--- src/rtl/hitdist_pkg.sv ---
package hitdist_pkg;
    localparam int DEF_HIT_W  = 32;
    localparam int DEF_TS_LSB = 24;
    localparam int DEF_LINKS  = 4;
    localparam int DEF_SLOTS  = 4;
    localparam int DEF_DEPTH  = 4;
endpackage

--- src/rtl/hd_link_fifo.sv ---
module hd_link_fifo #(
    parameter int W     = 32,
    parameter int DEPTH = 4
) (
    input  logic         clk,
    input  logic         rst_n,
    input  logic         wr_valid,
    input  logic [W-1:0] wr_data,
    output logic         wr_ready,
    output logic         rd_valid,
    output logic [W-1:0] rd_data,
    input  logic         rd_pop,
    output logic         ovf
);
    localparam int PW = (DEPTH > 1) ? $clog2(DEPTH) : 1;
    localparam int CW = $clog2(DEPTH + 1);

    typedef struct packed {
        logic [DEPTH-1:0][W-1:0] mem;
        logic [PW-1:0]           wp;
        logic [PW-1:0]           rp;
        logic [CW-1:0]           cnt;
        logic                    ovf;
    } fifo_st_t;

    fifo_st_t st_q, st_d;
    logic do_wr, do_rd;

    assign wr_ready = (st_q.cnt != CW'(DEPTH));
    assign rd_valid = (st_q.cnt != '0);
    assign rd_data  = st_q.mem[st_q.rp];
    assign ovf      = st_q.ovf;

    always_comb begin
        st_d  = st_q;
        do_wr = wr_valid && wr_ready;
        do_rd = rd_pop && rd_valid;
        if (do_wr) begin
            st_d.mem[st_q.wp] = wr_data;
            st_d.wp = (st_q.wp == PW'(DEPTH - 1)) ? '0 : st_q.wp + PW'(1);
        end
        if (do_rd) begin
            st_d.rp = (st_q.rp == PW'(DEPTH - 1)) ? '0 : st_q.rp + PW'(1);
        end
        st_d.cnt = st_q.cnt + CW'(do_wr) - CW'(do_rd);
        if (wr_valid && !wr_ready) begin
            st_d.ovf = 1'b1;
        end
    end

    always_ff @(posedge clk) begin
        if (!rst_n) begin
            st_q <= '0;
        end else begin
            st_q <= st_d;
        end
    end

    // a write offered to a full FIFO raises the flag on the next cycle
    assert_overflow_sets_R7: assert property (@(posedge clk) disable iff (!rst_n)
        (wr_valid && !wr_ready) |=> ovf);
    // the flag never clears without reset
    assert_overflow_sticky_R7: assert property (@(posedge clk) disable iff (!rst_n)
        ovf |=> ovf);
    // the lane logic pops only an entry that is present
    assert_pop_when_valid_R3: assert property (@(posedge clk) disable iff (!rst_n)
        rd_pop |-> rd_valid);
    // the fill level never exceeds the capacity
    assert_fill_bound_R6: assert property (@(posedge clk) disable iff (!rst_n)
        st_q.cnt <= CW'(DEPTH));
endmodule

--- src/rtl/hd_rr_arb.sv ---
module hd_rr_arb #(
    parameter int N = 4
) (
    input  logic         clk,
    input  logic         rst_n,
    input  logic [N-1:0] req,
    input  logic         accept,
    output logic [N-1:0] grant
);
    localparam int IW = (N > 1) ? $clog2(N) : 1;

    typedef struct packed {
        logic [IW-1:0] last;
        logic          lock;
        logic [IW-1:0] lidx;
    } arb_st_t;

    arb_st_t st_q, st_d;
    logic [IW-1:0] sel;
    logic          found;

    always_comb begin
        found = 1'b0;
        sel   = '0;
        for (int k = 1; k <= N; k++) begin
            if (!found && req[(int'(st_q.last) + k) % N]) begin
                found = 1'b1;
                sel   = IW'((int'(st_q.last) + k) % N);
            end
        end
        if (st_q.lock) begin
            sel = st_q.lidx;
        end
        grant = '0;
        if (|req) begin
            grant[sel] = 1'b1;
        end
        st_d      = st_q;
        st_d.lock = (|req) && !accept;
        st_d.lidx = sel;
        if ((|req) && accept) begin
            st_d.last = sel;
        end
    end

    always_ff @(posedge clk) begin
        if (!rst_n) begin
            st_q <= '{last: IW'(N - 1), lock: 1'b0, lidx: '0};
        end else begin
            st_q <= st_d;
        end
    end

    // at most one link is served per cycle
    assert_grant_onehot_R4: assert property (@(posedge clk) disable iff (!rst_n)
        $onehot0(grant));
    // a grant is given only to a requesting link
    assert_grant_in_req_R4: assert property (@(posedge clk) disable iff (!rst_n)
        (grant & ~req) == '0);
    // a held grant still finds its request present
    assert_lock_holds_R5: assert property (@(posedge clk) disable iff (!rst_n)
        st_q.lock |-> req[st_q.lidx]);
endmodule

--- src/rtl/hit_event_sorter.sv ---
module hit_event_sorter
    import hitdist_pkg::*;
#(
    parameter int LINKS  = DEF_LINKS,
    parameter int SLOTS  = DEF_SLOTS,
    parameter int DEPTH  = DEF_DEPTH,
    parameter int HIT_W  = DEF_HIT_W,
    parameter int TS_LSB = DEF_TS_LSB
) (
    input  logic                        clk,
    input  logic                        rst_n,
    input  logic [LINKS-1:0]            in_valid,
    input  logic [LINKS-1:0][HIT_W-1:0] in_data,
    output logic [LINKS-1:0]            in_ready,
    output logic [SLOTS-1:0]            out_valid,
    output logic [SLOTS-1:0][HIT_W-1:0] out_data,
    input  logic [SLOTS-1:0]            out_ready,
    output logic [LINKS-1:0]            overflow,
    output logic [SLOTS-1:0]            slot_done
);
    localparam int SLOT_W = (SLOTS > 1) ? $clog2(SLOTS) : 1;
    localparam int CNT_W  = $clog2(LINKS * DEPTH + 1);

    typedef struct packed {
        logic [SLOTS-1:0][CNT_W-1:0] cnt;
    } occ_st_t;

    occ_st_t st_q, st_d;

    logic [LINKS-1:0]                head_valid;
    logic [LINKS-1:0][HIT_W-1:0]     head_data;
    logic [LINKS-1:0]                pop;
    logic [SLOTS-1:0][LINKS-1:0]     req;
    logic [SLOTS-1:0][LINKS-1:0]     grant;

    for (genvar l = 0; l < LINKS; l++) begin : g_link
        hd_link_fifo #(.W(HIT_W), .DEPTH(DEPTH)) u_fifo (
            .clk      (clk),
            .rst_n    (rst_n),
            .wr_valid (in_valid[l]),
            .wr_data  (in_data[l]),
            .wr_ready (in_ready[l]),
            .rd_valid (head_valid[l]),
            .rd_data  (head_data[l]),
            .rd_pop   (pop[l]),
            .ovf      (overflow[l])
        );
    end

    for (genvar s = 0; s < SLOTS; s++) begin : g_slot
        for (genvar l = 0; l < LINKS; l++) begin : g_req
            assign req[s][l] = head_valid[l] &&
                (head_data[l][TS_LSB +: SLOT_W] == SLOT_W'(s));
        end

        hd_rr_arb #(.N(LINKS)) u_arb (
            .clk    (clk),
            .rst_n  (rst_n),
            .req    (req[s]),
            .accept (out_ready[s]),
            .grant  (grant[s])
        );

        assign slot_done[s] = (st_q.cnt[s] == '0);

        // a lane only ever carries hits of its own slot
        assert_lane_slot_match_R2: assert property (@(posedge clk) disable iff (!rst_n)
            out_valid[s] |-> (out_data[s][TS_LSB +: SLOT_W] == SLOT_W'(s)));
        // a stalled lane holds its word
        assert_hold_stable_R5: assert property (@(posedge clk) disable iff (!rst_n)
            (out_valid[s] && !out_ready[s]) |=> (out_valid[s] && $stable(out_data[s])));
        // a lane with a pending hit cannot report its slot as drained
        assert_done_vs_valid_R8: assert property (@(posedge clk) disable iff (!rst_n)
            out_valid[s] |-> !slot_done[s]);
    end

    always_comb begin
        pop = '0;
        for (int s = 0; s < SLOTS; s++) begin
            out_valid[s] = |req[s];
            out_data[s]  = '0;
            for (int l = 0; l < LINKS; l++) begin
                if (grant[s][l]) begin
                    out_data[s] = head_data[l];
                    if (out_ready[s]) begin
                        pop[l] = 1'b1;
                    end
                end
            end
        end
    end

    always_comb begin
        st_d = st_q;
        for (int s = 0; s < SLOTS; s++) begin
            logic [CNT_W-1:0] inc;
            inc = '0;
            for (int l = 0; l < LINKS; l++) begin
                if (in_valid[l] && in_ready[l] &&
                    in_data[l][TS_LSB +: SLOT_W] == SLOT_W'(s)) begin
                    inc = inc + CNT_W'(1);
                end
            end
            st_d.cnt[s] = st_q.cnt[s] + inc - CNT_W'(out_valid[s] && out_ready[s]);
        end
    end

    always_ff @(posedge clk) begin
        if (!rst_n) begin
            st_q <= '0;
        end else begin
            st_q <= st_d;
        end
    end
endmodule

--- config.mk ---
export PLATFORM = sky130hd
export DESIGN_NAME = hit_event_sorter
export DESIGN_NICKNAME = d
export VERILOG_FILES = /design/src/rtl/hitdist_pkg.sv /design/src/rtl/hd_link_fifo.sv /design/src/rtl/hd_rr_arb.sv /design/src/rtl/hit_event_sorter.sv
export SDC_FILE = /design/constraint.sdc
export NUM_CORES = 2
export LEC_CHECK = 0
export CAP_MARGIN = 20
export CORE_MARGIN = 2
export CORE_UTILIZATION = 50
export DETAILED_ROUTE_END_ITERATION = 10
export DONT_BUFFER_PORTS = 1
export PLACE_DENSITY = 0.72
export REMOVE_ABC_BUFFERS = 1
export SKIP_CTS_REPAIR_TIMING = 1
export SYNTH_ARGS = -nofsm -noshare
export SYNTH_HDL_FRONTEND = slang
export SYNTH_SLANG_ARGS = --single-unit
--- constraint.sdc ---
create_clock -name clk -period 9.1 [get_ports clk]
set_clock_uncertainty 0.1 [all_clocks]
set_input_delay 1.82 -clock clk [delete_from_list [all_inputs] [get_ports clk]]
set_output_delay 1.82 -clock clk [all_outputs]
set_load 0.05 [all_outputs]
; Word level (Yosys, flattened, before mapping)
; Cells that the tools add are included.
[word_totals]
reg_bits = 584
input_bits = 138
out_inout_bits = 144
wordCells = 497
[op_classes]
add_sub_neg = 52
order_cmp = 36
n_eq_ne = 36
muxes = 181
bitwise = 16
reduce_logical = 128
[op_table]
columns = operator, count
row1 = $mux 32, 24
row2 = $bwmux 128, 4
row3 = $bmux 32 s2, 4
row4 = $demux 32 s2, 4
row5 = $mux 1, 81
row6 = $logic_and 1x1->1, 72
row7 = $lt 3x4->1 const B, 16
row8 = $add 5x1->5 const B, 12
row9 = $mux 5, 12
row10 = $mux 2, 28
row11 = $eq 2x2->1 const B, 24
row12 = $lt 2x3->1 const B, 12
row13 = $add 2x1->2 const B, 16
row14 = $bmux 1 s2, 16
row15 = $reduce_or 2->1, 16
row16 = $add 5x5->5, 4
row17 = $logic_not 1->1, 20
row18 = $logic_not 5->1, 4
row19 = $sub 5x1->5, 4
row20 = $add 2x2->2 const B, 8
row21 = $and 1x1->1 const A, 16
row22 = $eq 2x1->1 const B, 8
row23 = $ge 2x1->1 const B, 8
row24 = $logic_not 2->1, 8
row25 = other kinds (7), 28

; Logic depth before layout (Yosys ltp)
[depth]
depth_word = 32
ltp_mapped = 21

; Modules after synthesis
; A second synthesis with hierarchy kept.
[hier_totals]
cells_unflattened = 3460
hier_area_um2 = 31770.5
[modules_own_cells]
columns = module, n_inst, cells_per_inst, area_per_inst_um2
row1 = hd_link_fifo at g_link[0].u_fifo ..., 3, 544, 6049.6
row2 = hit_event_sorter, 1, 1106, 6089.6
row3 = hd_link_fifo at g_link[3].u_fifo, 1, 545, 6053.3
row4 = hd_rr_arb at g_slot[0].u_arb ..., 3, 43, 352.8
row5 = hd_rr_arb at g_slot[3].u_arb, 1, 48, 420.4

; Worst setup path before layout
; OpenSTA, ideal clock, no wires.
[synth_timing]
path_type = reg2out
from = register g_link[0].u_fifo.st_q[4] (netlist name)
to = output port out_data[25] (netlist name)
t_arrival_ps = 3439
path_slack_ps = 3741
path_stages_with_launch = 10
path_cell_list = dfxtp_1 buf_4 mux2_4 o32ai_2 o221ai_1 a32oi_4 buf_4 buf_4 a211oi_1 a211oi_1
[synth_lines]
columns = element, line_no
row1 = "start, declared", hd_link_fifo.sv:26  ; fifo_st_t st_q, st_d;
row2 = "start signal, assigned", hd_link_fifo.sv:55  ; st_q <= st_d;
row3 = "end, declared", hit_event_sorter.sv:16  ; output logic [SLOTS-1:0][HIT_W-1:0] out_data,

==> metrics <==
outcome completed; sequential fraction of the synthesis area between 30 and 40%; count leader, synth nand2_1; DP Worst Slack 2810 ps; fill cell count about 5400; Worst path most repeated cell o21ai_0; Initial DRC Count 2810; final hold slack around 350 ps; total number of vias 27000; DRC viols 0; crit path DAT 5180 ps; CTS buffer count 61; Final min period 7100 ps; num ports 282; CP startpoint kind flip-flop; Tot GR Track Use a little under a third; Power Total 10.9 mW; Max H-tree Level 2; Top FF cell, synth dfxtp_1; EDFF count, synth 0; Port-buffer cells 0; final slew viol count 0; Post-Syn Area approximately 31000 um^2; slew margin rel. 18.6%; Switch Pwr 5.05 mW; Area Overhead vs Synth 9.60%; max_cap viols 0; Fmax achieved 141 MHz; ANT nets after route 0; final setup fails 0; die area roughly 64000 um^2; Crit-path slowest cell dfxtp_2; 1st-pass router iterations 5; final worst-path cycle share 78.1%; logic gate share of total power approximately 48%; clk sinks 584; synth unique cells between 70 and 80; top post-synthesis cells by area dfxtp_1, nand2_1, mux4_2, a21oi_1, a211oi_1; crit-path cells o21ai_0, o21ai_0, o22ai_1, a211o_1, o22ai_4, buf_4, a211oi_1, a211oi_2; Hold Crit Class reg -> reg; crit path kind reg -> out; Initial Utilization between 50% and 60%; WP data required just over 7000 ps; met1 Track Usage GR 39.6%; initial antenna violation count 1; internal power between 5 and 6 mW; GRT busiest layer met2; Detailed Place HPWL 66.9 mm; FF-to-FF Start g_link[2].u_fifo.st_q[4]; Root Driver clkbuf_16; clk buf depth 3; vias per cell 6.16; routability cong. 0.877; Leak between 10 and 15 nW; chip height around 250 um; # diodes 0; RSZ-0062 raised after global routing false; fraction of layout cells with a size suffix above 1 around 13%; Worst-path clk slew 60 ps; first-pass GRT wire length around 150 mm; worst-path maximum fanout 59; sequential share of power between 20% and 30%; source of the worst hold timing path g_link[1].u_fifo.st_q[127]; final count of hold timing violations 0; warnings from Yosys 0; Layout Nets 3770; met2 usage 49.4%; VDD IR-drop max 509 uV; CP Capture Type output port; biggest cell delay along the critical path 1060 ps; cell count after synthesis 3746; pwr dens 322 nW/um^2; TritonCTS clock tree done; Worst Setup SP g_link[1].u_fifo.st_q[5]; Yosys top cell by area dfxtp_1; final wirelength 101 mm; Net Sw Frac 46.5%; post-synth top area share between 30 and 40%; clock latency on the worst-skew pair 640 ps; # rows 90; final worst slack 2000 ps; grt total ovfl 0; clock share of power 24.7%; core area 60600 um^2; GR Layer Usage met3 8.25%; largest net degree at the start of global routing 184; vias in the first global route 25300; Post-synth ARST share 0%; die width 252 um; mean post-synth cell area 8.22 um^2; per-cell routed wire length 23.1 um; Seq cells post-synth 584; worst slew pin tran 1220 ps; Synth top cells by count nand2_1, dfxtp_1, a21oi_1, a211oi_1, clkbuf_1
## final cells by class
| cell class | count | area (um^2) | area share (%) |
|---|---|---|---|
| clock buffers | 87 | 1770 | 5.26 |
| multi-input cells | 2745 | 18000 | 53.5 |
| repair buffers | 53 | 450 | 1.33 |
| clock inverters | 26 | 398 | 1.18 |
| flip-flops and latches | 584 | 11700 | 34.7 |
| well taps | 782 | 978 | 2.90 |
| inverters | 107 | 409 | 1.21 |
## stage by stage
| stage | cell area (um^2) | util [%] | TNS, ps | cells |
|---|---|---|---|---|
| global placement | 31500 | 52.1 | 0 | 4268 |
| global route | 33800 | 55.7 | 0 | 4384 |
| detailed placement | 31500 | 52.1 | 0 | 4268 |
| CTS | 33700 | 55.6 | 0 | 4381 |
| floorplan | 29400 | - | -83830 | 3436 |
| finish | 33800 | 55.7 | 0 | 4384 |
## cell families (layout without fill, tap and decap cells)
| group | count (synthesis) | in the layout | synth area share, % |
|---|---|---|---|
| AOI/OAI and AO/OA | 890 | 890 | 17.4 |
| other | 1 | 4 | 0.0122 |
| and+or+nand+nor | 1458 | 1458 | 20.1 |
| xor gates and xnor gates | 36 | 36 | 1.02 |
| buffers and inverters | 420 | 273 | 5.80 |
| muxes | 277 | 277 | 14.2 |
| adders and majority gates | 80 | 80 | 3.44 |
| DFF | 584 | 584 | 38.0 |
## layer usage
layer  up-vias  part of all wire, %
li1      12500                    -
met1     13100                   40
met2      1226                   45
met3       235                   10
met4         0                  4.8
met5         -                    0
## path summary, 6_finish.rpt
kind	endpoint	slack (ps)	depth (start not counted)
min	g_link[1].u_fifo.st_q[127]	350	2
max	out_data[121]	2000	8
max reg2reg	g_link[1].u_fifo.st_q[3]	3380	19
min reg2reg	g_link[1].u_fifo.st_q[127]	350	2
## worst max-delay path, delay by kind of cell, from the launching register on
family                 cells  cell delay (ps)
buffers and inverters      1              790
DFF                        1             1060
AOI/OAI and AO/OA          7             2640
## flip-flops by register name (all words and copies together), names as in the netlist
signal,cells
st_q,20
g_link.u_fifo.st_q,540
g_slot.u_arb.st_q,20
g_link.u_fifo.ovf,4
## power groups by stage
stage | Combinational (mW) | Clock (mW) | Sequential (mW)
3_3_place_gp | 5.02 | 0 | 3.06
3_5_place_dp | 5.08 | 0 | 3.07
2_1_floorplan | 3.72 | 0 | 3.08
5_1_grt | 5.44 | 2.80 | 3.05
6_report | 5.17 | 2.68 | 3.01
4_1_cts | 5.10 | 2.70 | 3.01
## layout by cell type (no fill, tap or decap), types with 13 or more instances in the layout
master     Yosys  routed
nor2_1        77      76
buf_4         27      48
nor2b_1      132     132
a211oi_2       1     126
nand2_1     1108    1108
mux2i_1      145     145
a21oi_1      549     548
nand3_1       17      17
ha_1          72      72
xor2_1        18      18
nand2b_1      21      21
xnor2_1       18      18
o21ai_0       20      20
and2_1        13      13
dfxtp_1      584     576
clkbuf_16      0      61
mux4_2       128     128
a211oi_1     256     130
nor3_1        22      22
inv_1        102     102
clkbuf_8       0      15
No activity file was read; power rests on OpenSTA's default activity.
